<file path="src/rtl/pwm_adc_sync_pkg.sv">
package pwm_adc_sync_pkg;

  typedef enum logic [1:0] {
    HOLD_OFF  = 2'b00,
    HOLD_ANY  = 2'b01,
    HOLD_ALL  = 2'b10,
    HOLD_RSVD = 2'b11
  } hold_mode_e;

  localparam logic [1:0] ADDR_CTRL  = 2'd0;
  localparam logic [1:0] ADDR_HMASK = 2'd1;
  localparam logic [1:0] ADDR_LMASK = 2'd2;

endpackage

</file>
<file path="src/rtl/pwm_sync_regs.sv">
module pwm_sync_regs
  import pwm_adc_sync_pkg::*;
#(
  parameter  int NCH = 4,
  localparam int DW  = (NCH > 3) ? NCH : 3
) (
  input  logic           clk,
  input  logic           rst_n,
  input  logic           reg_wr,
  input  logic [1:0]     reg_addr,
  input  logic [DW-1:0]  reg_wdata,
  output logic           trig_en,
  output hold_mode_e     hold_mode,
  output logic [NCH-1:0] hi_mask,
  output logic [NCH-1:0] lo_mask
);

  logic           en_d;
  hold_mode_e     mode_d;
  logic [NCH-1:0] hm_d, lm_d;
  logic           ctrl_we, hm_we, lm_we;

  assign ctrl_we = reg_wr && (reg_addr == ADDR_CTRL);
  assign hm_we   = reg_wr && (reg_addr == ADDR_HMASK);
  assign lm_we   = reg_wr && (reg_addr == ADDR_LMASK);

  always_comb begin
    en_d   = trig_en;
    mode_d = hold_mode;
    hm_d   = hi_mask;
    lm_d   = lo_mask;
    if (ctrl_we) begin
      en_d   = reg_wdata[0];
      mode_d = hold_mode_e'(reg_wdata[2:1]);
    end
    if (hm_we) hm_d = reg_wdata[NCH-1:0];
    if (lm_we) lm_d = reg_wdata[NCH-1:0];
  end

  always_ff @(posedge clk or negedge rst_n) begin
    if (!rst_n) begin
      trig_en   <= 1'b0;
      hold_mode <= HOLD_OFF;
      hi_mask   <= '0;
      lo_mask   <= '0;
    end else begin
      trig_en   <= en_d;
      hold_mode <= mode_d;
      hi_mask   <= hm_d;
      lo_mask   <= lm_d;
    end
  end

endmodule

</file>
<file path="src/rtl/pwm_trig_gen.sv">
module pwm_trig_gen #(
  parameter int CW = 16
) (
  input  logic          clk,
  input  logic          rst_n,
  input  logic          trig_en,
  input  logic          center_mode,
  input  logic [CW-1:0] pwm_cnt,
  input  logic [CW-1:0] pwm_period,
  output logic          adc_trig
);

  logic [CW-1:0] cnt_q;
  logic          arrived;
  logic          at_top, at_bottom;
  logic          end_hit, mid_hit;
  logic          trig_d;

  // An event counts only on the cycle the counter lands on a value.
  assign arrived   = (pwm_cnt != cnt_q);
  assign at_top    = (pwm_cnt == pwm_period);
  assign at_bottom = (pwm_cnt == '0);

  always_comb begin
    if (center_mode) begin
      end_hit = at_bottom;
      mid_hit = at_top;
    end else begin
      end_hit = at_top;
      mid_hit = 1'b0;
    end
    trig_d = trig_en && arrived && (end_hit || mid_hit);
  end

  always_ff @(posedge clk or negedge rst_n) begin
    if (!rst_n) begin
      cnt_q    <= '0;
      adc_trig <= 1'b0;
    end else begin
      cnt_q    <= pwm_cnt;
      adc_trig <= trig_d;
    end
  end

endmodule

</file>
<file path="src/rtl/pwm_hold_ctl.sv">
module pwm_hold_ctl
  import pwm_adc_sync_pkg::*;
#(
  parameter int NCH = 4
) (
  input  logic           clk,
  input  logic           rst_n,
  input  hold_mode_e     hold_mode,
  input  logic [NCH-1:0] hi_on,
  input  logic [NCH-1:0] lo_on,
  input  logic [NCH-1:0] hi_mask,
  input  logic [NCH-1:0] lo_mask,
  output logic           sh_hold
);

  logic [NCH-1:0] hi_sat, lo_sat;
  logic           any_on, all_on, any_sel;
  logic           hold_d;

  // Per channel: an unselected output always counts as satisfied for "all".
  for (genvar i = 0; i < NCH; i++) begin : g_ch
    assign hi_sat[i] = hi_on[i] || !hi_mask[i];
    assign lo_sat[i] = lo_on[i] || !lo_mask[i];
  end

  assign any_on  = |(hi_on & hi_mask) || |(lo_on & lo_mask);
  assign any_sel = |hi_mask || |lo_mask;
  assign all_on  = (&hi_sat) && (&lo_sat) && any_sel;

  always_comb begin
    unique case (hold_mode)
      HOLD_ANY: hold_d = any_on;
      HOLD_ALL: hold_d = all_on;
      default:  hold_d = 1'b0;
    endcase
  end

  always_ff @(posedge clk or negedge rst_n) begin
    if (!rst_n) sh_hold <= 1'b0;
    else        sh_hold <= hold_d;
  end

endmodule

</file>
<file path="src/rtl/pwm_adc_sync.sv">
module pwm_adc_sync
  import pwm_adc_sync_pkg::*;
#(
  parameter  int CW  = 16,
  parameter  int NCH = 4,
  localparam int DW  = (NCH > 3) ? NCH : 3
) (
  input  logic           clk,
  input  logic           rst_n,
  input  logic           reg_wr,
  input  logic [1:0]     reg_addr,
  input  logic [DW-1:0]  reg_wdata,
  input  logic [CW-1:0]  pwm_cnt,
  input  logic [CW-1:0]  pwm_period,
  input  logic           center_mode,
  input  logic [NCH-1:0] hi_on,
  input  logic [NCH-1:0] lo_on,
  output logic           adc_trig,
  output logic           sh_hold
);

  logic           trig_en;
  hold_mode_e     hold_mode;
  logic [NCH-1:0] hi_mask, lo_mask;

  pwm_sync_regs #(.NCH(NCH)) u_regs (
    .clk       (clk),
    .rst_n     (rst_n),
    .reg_wr    (reg_wr),
    .reg_addr  (reg_addr),
    .reg_wdata (reg_wdata),
    .trig_en   (trig_en),
    .hold_mode (hold_mode),
    .hi_mask   (hi_mask),
    .lo_mask   (lo_mask)
  );

  pwm_trig_gen #(.CW(CW)) u_trig (
    .clk         (clk),
    .rst_n       (rst_n),
    .trig_en     (trig_en),
    .center_mode (center_mode),
    .pwm_cnt     (pwm_cnt),
    .pwm_period  (pwm_period),
    .adc_trig    (adc_trig)
  );

  pwm_hold_ctl #(.NCH(NCH)) u_hold (
    .clk       (clk),
    .rst_n     (rst_n),
    .hold_mode (hold_mode),
    .hi_on     (hi_on),
    .lo_on     (lo_on),
    .hi_mask   (hi_mask),
    .lo_mask   (lo_mask),
    .sh_hold   (sh_hold)
  );

endmodule

</file>
<file path="config.mk">
export PLATFORM = sky130hd
export DESIGN_NAME = pwm_adc_sync
export DESIGN_NICKNAME = d
export VERILOG_FILES = /design/src/rtl/pwm_adc_sync_pkg.sv /design/src/rtl/pwm_sync_regs.sv /design/src/rtl/pwm_trig_gen.sv /design/src/rtl/pwm_hold_ctl.sv /design/src/rtl/pwm_adc_sync.sv
export SDC_FILE = /design/constraint.sdc
export NUM_CORES = 1
export LEC_CHECK = 0
export BUFFER_PORTS_ARGS = -buffer_cell sky130_fd_sc_hd__buf_2
export CAP_MARGIN = 25
export CORE_MARGIN = 4
export CORE_UTILIZATION = 44
export DETAILED_ROUTE_END_ITERATION = 7
export GPL_ROUTABILITY_DRIVEN = 0
export PLACE_DENSITY = 0.84
export SLEW_MARGIN = 40
export SYNTH_ARGS = -nofsm -noshare
export SYNTH_HDL_FRONTEND = slang
export SYNTH_SLANG_ARGS = --single-unit
export TNS_END_PERCENT = 10
</file>
<file path="constraint.sdc">
create_clock -name clk -period 1.1 [get_ports clk]
set_input_delay 0.22 -clock clk [delete_from_list [all_inputs] [get_ports clk]]
set_output_delay 0.22 -clock clk [all_outputs]
set_load 0.01 [all_outputs]
</file>
==> results.cfg <==
[route]
vias = 1180
wirelength_um = 3250
remaining_drc_errors = 0
drtIter0Drc = 22
post_drt_wl_per_cell_um = 13.9
ant_nets = 0
first_pass_iters = 4
via_per_inst = 5.04

[synth]
synthesis.nets = 172
synth-main-ff-cell = dfrtp_1
syn_area_per_cell_sq_um = 11.8
ys_seq_elements = 29
yosysSeqAreaShare = 0.511
synth_top_area_cell = dfrtp_1
syn-cell-area_sq_um = 1420
synthArstFlopShare = 1.00
synth_area_leaders = dfrtp_1, xnor2_1, xor2_1
ys_top_cells_by_count = dfrtp_1, xnor2_1, xor2_1
synthCells = 120
synth_edf_count = 0
yosys_warnings = 0
yosys.area.top_type_share = 0.511
synth_most_common_cell = dfrtp_1
yosysUniqueCellTypes = 24

[sta]
slew-limit-headroom = 0.766
hold_violations = 0
min_period_ns = 1.19
post-route-period-util = 1.08
setup_ws_ns = -0.0928
setup_violations = 2
rsz0062_at_grt = yes
slew_violations = 0
tns_ns = -0.155
clock.fmax_mhz = 838
whs_ns = 0.0614
fin_skew_ns = 0.00471
worst_slew_pin_slew_ns = 0.350

[pwr]
p_leak_nw = 0.892
power_density_nw_per_um2 = 1270
vdd_drop_max_mv = 0.800
total_power_mw = 2.43

[worst_hold_path]
hp-class = in -> reg

[die]
rows = 20
start_util = 0.462
die_h_um = 64.8
die_area_sq_um = 4200
ios = 52
core_sq_um = 3080
die_x_um = 64.8

[critical_path]
arrival_ns = 1.40
crit_path_end_kind = register
worstPathMaxFanout = 1
worstSetupPathType = reg -> reg
crit_path_start_kind = register
cp.required_ns = 1.31

[layout]
drive_gt1_frac = 0.432
finalNetCount = 242
area_delta_synth_final_pct = 34.2
insertedDiodeCount = 0
fill_cells = 265
final_core_util = 0.620

[grt]
grt_max_degree = 30
antenna_found_initial = 0
grt-ovfl-total = 0
track_usage = 0.170
grt_first_pass_wirelength_um = 5260
grt_pass1_vias = 1265

[cts]
cts_max_level = 2
clk_path_buf_depth = 2
cts_root_buf = clkbuf_4
cts_made_buffers = 5
tritoncts = done
clk_pin_slew_worst_paths_ns = 0.08
cts_sinks = 29
clk_latency_ns = 0.33

[status]
violations = negative setup slack
status = finished, violations left

[run]
drv_cap = 0

[placed_design]
hpwl_um = 2640
port_buffers = 51
metal layers:
metal	vias up	track usage	routed length (um)
met5	-	0	0
met4	0	0.0712	49
met3	5	0.0641	273
met2	55	0.319	1700
met1	552	0.163	1220
li1	568	-	-
cell usage in the layout, fill, tap and decap left out, drive strengths merged:
cell	count
o221ai	1
nand4	7
xnor2	16
clkbuf	7
buf	62
o41ai	1
o22ai	1
dfrtp	29
nand2b	1
xor2	16
a21oi	3
nor3b	1
nand2	3
or4	1
a22oi	4
inv	9
nor4b	1
dlygate4sd3	1
nor3	2
a221oi	1
nand3b	2
o2111ai	1
nor4	7
ha	2
o21ai	2
mux2	9
metrics by stage:
stage | setup slack [ns] | area [sq um] | std cells
finish | -0.0928 | 1910 | 234
floorplan | -0.0319 | 1420 | 120
detailed placement | -0.204 | 1810 | 226
global placement | -0.173 | 1810 | 226
global route | -0.145 | 1910 | 234
CTS | -0.0804 | 1910 | 234
path summary, 6_finish.rpt:
check                                 from                 to  slack, ns  cells after the start
min in group asynchronous            rst_n   u_trig.cnt_q[15]       0.43                      3
setup / recovery           u_trig.cnt_q[4]    u_trig.adc_trig      -0.09                      4
setup reg to reg           u_trig.cnt_q[4]    u_trig.adc_trig      -0.09                      4
hold / removal                  pwm_cnt[5]    u_trig.cnt_q[5]       0.06                      1
max in group asynchronous            rst_n  u_regs.lo_mask[1]       0.41                      3
hold reg to reg             u_regs.trig_en    u_trig.adc_trig       0.53                      2
cell type report:
class | instances | area (sq um) | area share
Timing Repair Buffer | 63 | 348 | 0.182
Inverter | 9 | 33.8 | 0.0177
Sequential cell | 29 | 726 | 0.381
Multi-Input combinational cell | 82 | 689 | 0.362
Tap cell | 44 | 55.1 | 0.0289
Clock buffer | 7 | 55.1 | 0.0289
what timing repair did:
| item | CTS | global route |
|---|---|---|
| pin swaps | 5 | 5 |
| buffers inserted | 0 | 0 |
| hold buffers | 1 | 0 |
| hold endpoints to repair | 29 | 0 |
| endpoints found under the setup margin | 2 | 3 |
| resized for setup | 4 | 0 |
critical path: stages (launching register included):
cell and delay [ns]:
dfrtp_1 0.38, xnor2_1 0.17, nand4_1 0.14, o41ai_2 0.32, a21oi_1 0.07
registers in the layout, indices dropped and copies added (netlist names):
signal / cells
u_trig.cnt_q: 16
u_regs.hi_mask: 4
u_regs.lo_mask: 4
u_regs.hold_mode: 2
u_hold.sh_hold: 1
u_regs.trig_en: 1
u_trig.adc_trig: 1
logic make-up (layout without fill, tap and decap cells):
kind of cell | count (synthesis) | after routing | share of synthesized area
buffers and inverters | 9 | 79 | 0.0238
DFF | 29 | 29 | 0.511
and+or+nand+nor | 25 | 25 | 0.112
muxes | 9 | 9 | 0.0713
adders and majority gates | 2 | 2 | 0.0176
xor gates and xnor gates | 32 | 32 | 0.197
AOI/OAI and AO/OA | 14 | 14 | 0.0678
power breakdown:
part	total (mW)	switching [mW]	internal, mW
Combinational	0.513	0.232	0.281
Sequential	1.27	0.0948	1.18
Clock	0.644	0.343	0.301
(Power assumes the default switching activity.)
